==> config.mk <==
export PLATFORM = sky130hd
export DESIGN_NAME = mdu_accum
export DESIGN_NICKNAME = d
export VERILOG_FILES = /design/src/rtl/mdu_pkg.sv /design/src/rtl/mdu_ctrl.sv /design/src/rtl/mdu_datapath.sv /design/src/rtl/mdu_accum.sv
export SDC_FILE = /design/constraint.sdc
export NUM_CORES = 1
export LEC_CHECK = 0
export ABC_AREA = 1
export BUFFER_PORTS_ARGS = -buffer_cell sky130_fd_sc_hd__buf_4
export CAP_MARGIN = 20
export CORE_MARGIN = 2
export CORE_UTILIZATION = 45
export CTS_CLUSTER_DIAMETER = 150
export CTS_CLUSTER_SIZE = 40
export DETAILED_ROUTE_END_ITERATION = 16
export PLACE_DENSITY = 0.66
export SYNTH_ARGS = -nofsm -noshare
export SYNTH_HDL_FRONTEND = slang
export SYNTH_HIERARCHICAL = 1
export SYNTH_SLANG_ARGS = --single-unit
==> constraint.sdc <==
create_clock -name clk -period 2.25 [get_ports clk]
set_clock_uncertainty 0.2 [all_clocks]
set_input_delay 0.3375 -clock clk [delete_from_list [all_inputs] [get_ports clk]]
set_output_delay 0.3375 -clock clk [all_outputs]
set_load 0.1 [all_outputs]
==> src/rtl/mdu_pkg.sv <==
// Package: shared types for the accumulator multiply/divide unit.
// Assumes nothing beyond IEEE 1800-2017 packed types.
package mdu_pkg;

    // Sequencer states: idle, iterating, write-back.
    typedef enum logic [1:0] {
        ST_IDLE = 2'd0,
        ST_RUN  = 2'd1,
        ST_FIN  = 2'd2
    } mdu_state_e;

    // Operation captured at start.
    typedef struct packed {
        logic is_div;
        logic wide;
    } mdu_mode_t;

endpackage

==> src/rtl/mdu_ctrl.sv <==
// Module: mdu_ctrl
// Sequences one operation: a load cycle, N iteration cycles (N = DW for
// word width, DW/2 for byte width) and one write-back cycle.
// Assumes: start_i is only honoured in the idle state; any request while
// busy is dropped.
module mdu_ctrl #(
    parameter int DW = 16
) (
    input  logic clk,
    input  logic rst_n,
    input  logic start_i,
    input  logic wide_i,
    output logic load_o,
    output logic step_o,
    output logic fin_o
);
    import mdu_pkg::*;

    localparam int HW = DW / 2;
    localparam int CW = $clog2(DW);

    mdu_state_e        state_q;
    logic [CW-1:0]     cnt_q;

    // Decode strobes from the current state.
    always_comb begin
        load_o = (state_q == ST_IDLE) && start_i;
        step_o = (state_q == ST_RUN);
        fin_o  = (state_q == ST_FIN);
    end

    // State and iteration counter update.
    always_ff @(posedge clk) begin
        if (!rst_n) begin
            state_q <= ST_IDLE;
            cnt_q   <= '0;
        end else begin
            case (state_q)
                ST_IDLE: begin
                    if (start_i) begin
                        state_q <= ST_RUN;
                        cnt_q   <= wide_i ? CW'(DW - 1) : CW'(HW - 1);
                    end
                end
                ST_RUN: begin
                    if (cnt_q == '0) begin
                        state_q <= ST_FIN;
                    end else begin
                        cnt_q <= cnt_q - 1'b1;
                    end
                end
                default: begin
                    state_q <= ST_IDLE;
                end
            endcase
        end
    end

    // a busy unit keeps iterating whatever start_i does.
    p_busy_ignore_r9: assert property (@(posedge clk) disable iff (!rst_n)
        (state_q == ST_RUN && cnt_q != '0) |=> (state_q == ST_RUN));

    // write-back lasts exactly one cycle and returns to idle.
    p_fin_single_r8: assert property (@(posedge clk) disable iff (!rst_n)
        (state_q == ST_FIN) |=> (state_q == ST_IDLE));

endmodule

==> src/rtl/mdu_datapath.sv <==
// Module: mdu_datapath
// Holds the operands and forms the result. Multiply uses right-shift
// shift-and-add. Divide uses left-shift restoring subtraction. Each
// step_i processes one bit. Byte operands are zero-extended into the
// word-width registers, so a single datapath serves both widths.
// Assumes: load_i and step_i are never high together.
module mdu_datapath #(
    parameter int DW = 16
) (
    input  logic            clk,
    input  logic            rst_n,
    input  logic            load_i,
    input  logic            step_i,
    input  logic            is_div_i,
    input  logic            wide_i,
    input  logic [DW-1:0]   src_i,
    input  logic [DW-1:0]   ax_i,
    input  logic [DW-1:0]   dx_i,
    output mdu_pkg::mdu_mode_t mode_o,
    output logic            err_o,
    output logic [DW-1:0]   res_ax_o,
    output logic [DW-1:0]   res_dx_o,
    output logic            hi_nz_o,
    output logic [DW-1:0]   ax_cap_o,
    output logic [DW-1:0]   dx_cap_o
);
    import mdu_pkg::*;

    localparam int HW = DW / 2;

    mdu_mode_t       mode_q;
    logic [DW:0]     upr_q;
    logic [DW-1:0]   lwr_q;
    logic [DW-1:0]   opd_q;
    logic [DW-1:0]   ax_q;
    logic [DW-1:0]   dx_q;
    logic            err_q;

    logic [DW:0]     sum;
    logic [DW:0]     trial;
    logic            fits;
    logic [DW:0]     upr_n;
    logic [DW-1:0]   lwr_n;

    // One iteration of multiply or divide.
    always_comb begin
        sum   = upr_q + (lwr_q[0] ? {1'b0, opd_q} : '0);
        trial = {upr_q[DW-1:0], lwr_q[DW-1]};
        fits  = (trial >= {1'b0, opd_q});
        if (mode_q.is_div) begin
            upr_n = fits ? (trial - {1'b0, opd_q}) : trial;
            lwr_n = {lwr_q[DW-2:0], fits};
        end else begin
            upr_n = {1'b0, sum[DW:1]};
            lwr_n = {sum[0], lwr_q[DW-1:1]};
        end
    end

    // Operand capture at start and per-bit iteration.
    always_ff @(posedge clk) begin
        if (!rst_n) begin
            mode_q <= '0;
            upr_q  <= '0;
            lwr_q  <= '0;
            opd_q  <= '0;
            ax_q   <= '0;
            dx_q   <= '0;
            err_q  <= 1'b0;
        end else if (load_i) begin
            mode_q <= '{is_div: is_div_i, wide: wide_i};
            ax_q   <= ax_i;
            dx_q   <= dx_i;
            if (is_div_i && wide_i) begin
                upr_q <= {1'b0, dx_i};
                lwr_q <= ax_i;
                opd_q <= src_i;
                err_q <= (dx_i >= src_i);
            end else if (is_div_i) begin
                upr_q <= {{(HW + 1){1'b0}}, ax_i[DW-1:HW]};
                lwr_q <= {ax_i[HW-1:0], {HW{1'b0}}};
                opd_q <= {{HW{1'b0}}, src_i[HW-1:0]};
                err_q <= (ax_i[DW-1:HW] >= src_i[HW-1:0]);
            end else begin
                upr_q <= '0;
                lwr_q <= wide_i ? ax_i  : {{HW{1'b0}}, ax_i[HW-1:0]};
                opd_q <= wide_i ? src_i : {{HW{1'b0}}, src_i[HW-1:0]};
                err_q <= 1'b0;
            end
        end else if (step_i) begin
            upr_q <= upr_n;
            lwr_q <= lwr_n;
        end
    end

    // Result selection by operation, width and error.
    always_comb begin
        hi_nz_o = mode_q.wide ? (|upr_q[DW-1:0]) : (|upr_q[HW-1:0]);
        if (err_q) begin
            res_ax_o = ax_q;
            res_dx_o = dx_q;
        end else if (mode_q.wide) begin
            res_ax_o = lwr_q;
            res_dx_o = upr_q[DW-1:0];
        end else if (mode_q.is_div) begin
            res_ax_o = {upr_q[HW-1:0], lwr_q[HW-1:0]};
            res_dx_o = dx_q;
        end else begin
            res_ax_o = {upr_q[HW-1:0], lwr_q[DW-1:HW]};
            res_dx_o = dx_q;
        end
    end

    assign mode_o   = mode_q;
    assign err_o    = err_q;
    assign ax_cap_o = ax_q;
    assign dx_cap_o = dx_q;

    // a valid divide keeps its partial remainder below the divisor.
    p_rem_bound_r5: assert property (@(posedge clk) disable iff (!rst_n)
        (step_i && mode_q.is_div && !err_q) |-> (upr_q < {1'b0, opd_q}));

    // a multiply never flags a divide error.
    p_mul_no_err_r3: assert property (@(posedge clk) disable iff (!rst_n)
        (step_i && !mode_q.is_div) |-> !err_q);

endmodule

==> src/rtl/mdu_accum.sv <==
// Module: mdu_accum (top)
// Unsigned multiply/divide on implied AX/DX registers, one bit per clock.
// Registers the updated AX/DX, flags and divide error at write-back and
// pulses done_o. Assumes inputs are valid whenever start_i is high.
module mdu_accum (
    input  logic        clk,
    input  logic        rst_n,
    input  logic        start_i,
    input  logic        op_div_i,
    input  logic        word_i,
    input  logic [15:0] src_i,
    input  logic [15:0] ax_i,
    input  logic [15:0] dx_i,
    output logic [15:0] ax_o,
    output logic [15:0] dx_o,
    output logic        cf_o,
    output logic        of_o,
    output logic        div_err_o,
    output logic        done_o
);
    import mdu_pkg::*;

    localparam int DW = 16;

    logic            load;
    logic            step;
    logic            fin;
    mdu_mode_t       mode;
    logic            err;
    logic [DW-1:0]   res_ax;
    logic [DW-1:0]   res_dx;
    logic            hi_nz;
    logic [DW-1:0]   ax_cap;
    logic [DW-1:0]   dx_cap;

    mdu_ctrl #(.DW(DW)) u_ctrl (
        .clk     (clk),
        .rst_n   (rst_n),
        .start_i (start_i),
        .wide_i  (word_i),
        .load_o  (load),
        .step_o  (step),
        .fin_o   (fin)
    );

    mdu_datapath #(.DW(DW)) u_dp (
        .clk      (clk),
        .rst_n    (rst_n),
        .load_i   (load),
        .step_i   (step),
        .is_div_i (op_div_i),
        .wide_i   (word_i),
        .src_i    (src_i),
        .ax_i     (ax_i),
        .dx_i     (dx_i),
        .mode_o   (mode),
        .err_o    (err),
        .res_ax_o (res_ax),
        .res_dx_o (res_dx),
        .hi_nz_o  (hi_nz),
        .ax_cap_o (ax_cap),
        .dx_cap_o (dx_cap)
    );

    // Architectural outputs updated at write-back only.
    always_ff @(posedge clk) begin
        if (!rst_n) begin
            ax_o      <= '0;
            dx_o      <= '0;
            cf_o      <= 1'b0;
            of_o      <= 1'b0;
            div_err_o <= 1'b0;
            done_o    <= 1'b0;
        end else begin
            done_o <= fin;
            if (fin) begin
                ax_o      <= res_ax;
                dx_o      <= res_dx;
                div_err_o <= err;
                if (!mode.is_div) begin
                    cf_o <= hi_nz;
                    of_o <= hi_nz;
                end
            end
        end
    end

    // done is a single-cycle pulse.
    p_done_pulse_r8: assert property (@(posedge clk) disable iff (!rst_n)
        done_o |=> !done_o);

    // an erroring divide returns the captured registers untouched.
    p_err_keeps_regs_r6: assert property (@(posedge clk) disable iff (!rst_n)
        (done_o && div_err_o) |-> (ax_o == ax_cap && dx_o == dx_cap));

    // multiply sets carry and overflow identically.
    p_mul_flags_r3: assert property (@(posedge clk) disable iff (!rst_n)
        (done_o && !mode.is_div) |-> (cf_o == of_o && !div_err_o));

    // a byte multiply passes DX through.
    p_byte_dx_r1: assert property (@(posedge clk) disable iff (!rst_n)
        (done_o && !mode.is_div && !mode.wide) |-> (dx_o == dx_cap));

    // a divide leaves the flags where they were.
    p_div_flags_r7: assert property (@(posedge clk) disable iff (!rst_n)
        (done_o && mode.is_div) |-> ($stable(cf_o) && $stable(of_o)));

endmodule

# Word level (Yosys, flattened, before mapping)

Index checks and enable logic that the tools add are counted.

Add/subtract/negate cells: 3
Order comparisons: 3
Bitwise operators: 1
Eq/ne operators: 5
Multiplexer cells: 31
Reduce and logical (&&, ||, !) cells: 11

Operators with widths:

| cell                | count |
|---|---|
| $mux 16             | 14 |
| $mux 17             | 5 |
| $add 17x16->17      | 1 |
| $ge 17x16->1        | 1 |
| $sub 17x16->17      | 1 |
| $ge 16x16->1        | 1 |
| $mux 8              | 2 |
| $reduce_or 16->1    | 1 |
| $mux 4              | 3 |
| $ge 8x8->1          | 1 |
| $pmux 4 s2          | 1 |
| $reduce_or 8->1     | 1 |
| $logic_not 4->1     | 1 |
| $mux 2              | 2 |
| $ne 2x2->1 const B  | 2 |
| $pmux 2 s2          | 1 |
| $reduce_and 2->1    | 2 |
| $reduce_bool 2->1   | 2 |
| $sub 4x1->4 const B | 1 |
| $mux 1              | 3 |
| $reduce_and 3->1    | 1 |
| $eq 2x1->1 const B  | 1 |
| $eq 2x2->1 const B  | 1 |
| $logic_and 1x1->1   | 2 |
| other kinds (3)     | 3 |

Logic and storage cells: 69
Bits in registers: 125
Input port bits: 53
Output and inout port bits: 36

# Logic depth before layout (Yosys ltp)

Word-level depth: 5
Mapped depth: 17
Mapped depth without buffers: 16

# Modules after synthesis

The synthesis kept the hierarchy.

By module, submodules not included:

| module       | cells each | instances | area an instance (um^2) |
|---|---|---|---|
| mdu_datapath | 1,141      | 1         | 7,009.2 |
| mdu_accum    | 154        | 1         | 1,283.7 |
| mdu_ctrl     | 53         | 1         | 369.1 |

# Least setup slack after synthesis

Ideal clock, no wire load.

Kind: flip-flop to flip-flop
Start point: reg u_dp.lwr_q[0]
End point: reg u_dp.upr_q[15]
Setup time: 0.070 ns
Clock period less this slack: 2.366 ns
Cell stages (with the launch flop): 17
Buffers on the path: 2
Path slack: -0.116 ns
Arrival time: 2.096 ns
Cells stage by stage: dfxtp_1 clkbuf_1 clkbuf_1 nand2_1 inv_1 ha_1 a21oi_1 inv_1 nor2_1 nand2_1 nand3b_1 nand2_1 nand2_1 nand3_1 nand2_1 nand2_1 a21oi_1

Word-level cells in the longest chain between the ends: 5

Ends and longest elaborated chain:

| what                   | line               | source |
|---|---|---|
| from (decl)            | mdu_datapath.sv:33 | `logic [DW-1:0] lwr_q;` |
| from (signal assigned) | mdu_datapath.sv:75 | `lwr_q <= ax_i;` |
| from (signal assigned) | mdu_datapath.sv:80 | `lwr_q <= {ax_i[HW-1:0], {HW{1'b0}}};` |
| from (signal assigned) | mdu_datapath.sv:85 | `lwr_q <= wide_i ? ax_i : {{HW{1'b0}}, ax_i[HW-1:0]};` |
| $mux 16                | mdu_datapath.sv:47 | `sum = upr_q + (lwr_q[0] ? {1'b0, opd_q} : '0);` |
| $add 17x16->17         | mdu_datapath.sv:47 |  |
| $mux 17                | mdu_datapath.sv:50 | `if (mode_q.is_div) begin` |
| $mux 17                | mdu_datapath.sv:89 | `end else if (step_i) begin` |
| $mux 17                | mdu_datapath.sv:69 | `end else if (load_i) begin` |
| to (signal assigned)   | mdu_datapath.sv:74 | `upr_q <= {1'b0, dx_i};` |
| to (signal assigned)   | mdu_datapath.sv:79 | `upr_q <= {{(HW + 1){1'b0}}, ax_i[DW-1:HW]};` |
| to (signal assigned)   | mdu_datapath.sv:90 | `upr_q <= upr_n;` |
| to (decl)              | mdu_datapath.sv:32 | `logic [DW:0] upr_q;` |

Every way passes these cells. The select of a mux whose other input is x is not followed.
A chain may end at the register's enable or synchronous reset.

# Worst setup path after layout

Start point: reg u_dp.lwr_q[0]
End point: reg u_dp.upr_q[3]

Same word-level chain as after synthesis.

==> run_results.csv <==
group,metric,value,unit
clock_tree,clockRootBuffer,"clkbuf_16",
grt,grt_pass1_vias,9311,
final_layout,final_layout_size_suffix_gt1_share,28.4,%
clock_tree,h-tree-depth,4,
outcome,violations,"negative setup slack",
timing,relSlewSlack,63.3,%
timing,finalMaxSlewViolations,0,
power_and_ir_drop,power,9.39,mW
outcome,outcome,"finished with violations",
grt,grt_pass1_wl,47.2,mm
routing,totalWireLength,30.2,mm
worst_setup_path,arrival,2430,ps
place,gp_congestion,0.943,
routing,drt-pass1-iter-count,6,
hold_path,min_path_cells,3,
clock_tree,cts_buffers,17,
clock_tree,cts_tree,"done",
timing,finalSetupViolations,9,
grt,grt_usage,29.2,%
timing,fin_crit,2330,ps
timing,worst_slack,-84.0,ps
yosys,netlist_instances,1348,
floorplan,fp-row-count,50,
power_and_ir_drop,power.leakage,5.77,nW
floorplan,dieArea,20400,sq um
floorplan,initial_core_util,46.2,%
routing,wl_per_cell,16.9,um
yosys,ys_types,42,
yosys,yosysWarnings,6,
hold_path,min_path_type,"input port to flop",
power_and_ir_drop,vdd_ir_drop_max,449,uV
floorplan,fp.dieW,143,um
timing,worst_slew_pin_slew,548,ps
final_layout,antenna_cells,0,
final_layout,area_growth,35.9,%
place,dp_hpwl,21.9,mm
final_layout,layout_commonest_cell,"nand2_1",
floorplan,core_area,18800,sq um
final_layout,utilization,62.7,%
routing,vias,9853,
floorplan,io_pins,89,
worst_setup_path,reg2reg_depth,14,
routing,drc_errors,0,
worst_setup_path,critPathRequiredTime,2350,ps
final_layout,final_cell_mix,"277 x nand2_1, 211 x buf_4, 161 x inv_1, 118 x nor2_1, 115 x a21oi_1",
clock_tree,clock_sinks,125,
timing,rsz0062_at_grt,"yes",
worst_setup_path,cp-end-kind,"flop",
floorplan,die_y,143,um
yosys,syn-num-nets,1460,
grt,antenna_found_initial,0,
timing,max_freq,0.428,GHz
yosys,ys_ff_latch,125,
worst_setup_path,critPathMaxFanout,7,
routing,viasPerCell,5.52,
worst_setup_path,crit_type,"flop to flop",
power_and_ir_drop,powerDensity,798,nW/um^2
clock_tree,clock_latency,420,ps
place,io_buffers,88,
clock_tree,clockBufferDepth,2,
routing,drtIter0Drc,874,
yosys,syn_avg_cell_area,6.43,sq um
final_layout,final_nets,1649,
timing,fin_tns_setup,-407,ps
timing,hold_viol,0,
clock_tree,cts.clk_slew.worst_paths,60,ps
timing,hold_slack,2.52,ps
place,dp_worst_setup_slack,-342,ps
grt,grt_max_degree,71,
worst_setup_path,cp-start-kind,"flop",
grt,grt-ovfl-total,0,
yosys,synth_area,8660,sq um
yosys,yosysSeqAreaShare,28.9,%
routing,final_antenna_net_count,0,
flow_run,maxCapViolCount,0,
timing,period_share,104,%
[cell usage after synthesis]
| library cell | n | area, sq um |
|---|---|---|
| and2_1 | 1 | 6.26 |
| mux2_2 | 12 | 135 |
| o211ai_1 | 5 | 37.5 |
| dfxtp_1 | 125 | 2500 |
| inv_2 | 3 | 11.3 |
| ha_1 | 57 | 713 |
| a221oi_1 | 7 | 61.3 |
| buf_6 | 10 | 113 |
| o2111ai_1 | 1 | 8.76 |
| a21o_1 | 1 | 7.51 |
| buf_2 | 4 | 20.0 |
| o21ai_0 | 120 | 601 |
| nor2_2 | 8 | 50.1 |
| a31oi_1 | 13 | 81.3 |
| nand2_4 | 4 | 45.0 |
| o22ai_1 | 10 | 62.6 |
| nor4_1 | 4 | 25.0 |
| inv_4 | 2 | 12.5 |
| nand2_1 | 306 | 1150 |
| o21a_1 | 1 | 7.51 |
| o21ai_1 | 24 | 120 |
| clkbuf_1 | 40 | 150 |
| a21oi_1 | 132 | 661 |
| nor2_1 | 137 | 514 |
| nand3_1 | 76 | 380 |
| nand3_2 | 3 | 30.0 |
| xnor2_1 | 1 | 8.76 |
| nor3_1 | 11 | 55.1 |
| clkinv_1 | 2 | 7.51 |
| buf_8 | 1 | 15.0 |
| a21oi_2 | 5 | 43.8 |
| o21ai_2 | 5 | 43.8 |
| nand4_1 | 11 | 68.8 |
| xor2_1 | 9 | 78.8 |
| nand2_2 | 4 | 25.0 |
| buf_4 | 3 | 22.5 |
| nand3b_1 | 9 | 67.6 |
| o221ai_1 | 1 | 8.76 |
| fa_1 | 2 | 40.0 |
| inv_1 | 171 | 642 |
| o21bai_1 | 1 | 7.51 |
| buf_1 | 6 | 22.5 |
[cells by family after synthesis]
group                      synth area share, %
and+or+nand+nor                           27.9
AOI/OAI and AO/OA                         20.2
buffers and inverters                     11.7
DFF                                       28.9
adders and majority gates                 8.70
muxes                                     1.56
xor gates and xnor gates                  1.01
[where the power goes]
part           switching, mW  internal, mW  total [mW]
logic                   2.36          1.65        4.00
clock network           1.17          1.59        2.76
registers              0.191          2.43        2.62
[worst max-delay path, stage by stage (launching register included)]
cell and delay, ps:
dfxtp_4 400, buf_8 160, nand2_4 50, inv_2 40
ha_4 160, fa_2 390, nand3_2 90, nand2_4 80
buf_6 120, xor2_1 130, nand2_1 60, nand2_1 50
nand3b_1 150, nand2_1 80, a21oi_2 50
[stage by stage]
stage | cells | instance area [sq um]
2_1_floorplan | 1348 | 8660
3_3_place_gp | 1727 | 10200
3_5_place_dp | 1727 | 10200
4_1_cts | 1771 | 11000
5_1_grt | 1784 | 11800
6_report | 1784 | 11800
[state kept, by name (all words and copies together) (netlist names)]
| signal | count |
|---|---|
| done_o | 1 |
| ax_o | 16 |
| u_dp/upr_q | 17 |
| u_dp/mode_o | 2 |
| u_ctrl/cnt_q | 4 |
| u_dp/dx_cap_o | 16 |
| u_ctrl/state_q | 2 |
| div_err_o | 1 |
| u_dp/err_o | 1 |
| dx_o | 16 |
| of_o | 1 |
| u_dp/lwr_q | 16 |
| u_dp/opd_q | 16 |
| u_dp/ax_cap_o | 16 |
[final cells by class]
type,count,area [sq um]
Clock buffer,18,439
Clock inverter,14,146
Inverter,178,676
Tap cell,234,293
Fill cell,1732,7000
Timing Repair Buffer,234,1880
Multi-Input combinational cell,981,5810
Sequential cell,125,2530
[worst paths after layout]
check / from / slack (ps) / end
worst max-delay path: u_dp/lwr_q[0] / -80 / u_dp/upr_q[3]
worst min-delay path: src_i[10] / 3 / u_dp/opd_q[10]
worst max register to register: u_dp/lwr_q[0] / -80 / u_dp/upr_q[3]
worst min register to register: u_dp/ax_cap_o[15] / 250 / u_dp/ax_cap_o[15]
[metal layers]
metal,wire [um],share of wire (%),global-route usage [%]
met1,13300,44,38.0
met2,13800,46,47.7
met3,2110,7.0,5.97
met4,1050,3.5,11.3
met5,0,0,0
[repair_timing]
item	CTS	global route
resized for setup	24	159
hold buffers	12	0
setup buffers	0	12
pin swaps	4	27
endpoints found under the setup margin	17	19
gates cloned	0	1
hold endpoints to repair	12	0
Power figures use the tool's default switching activity.
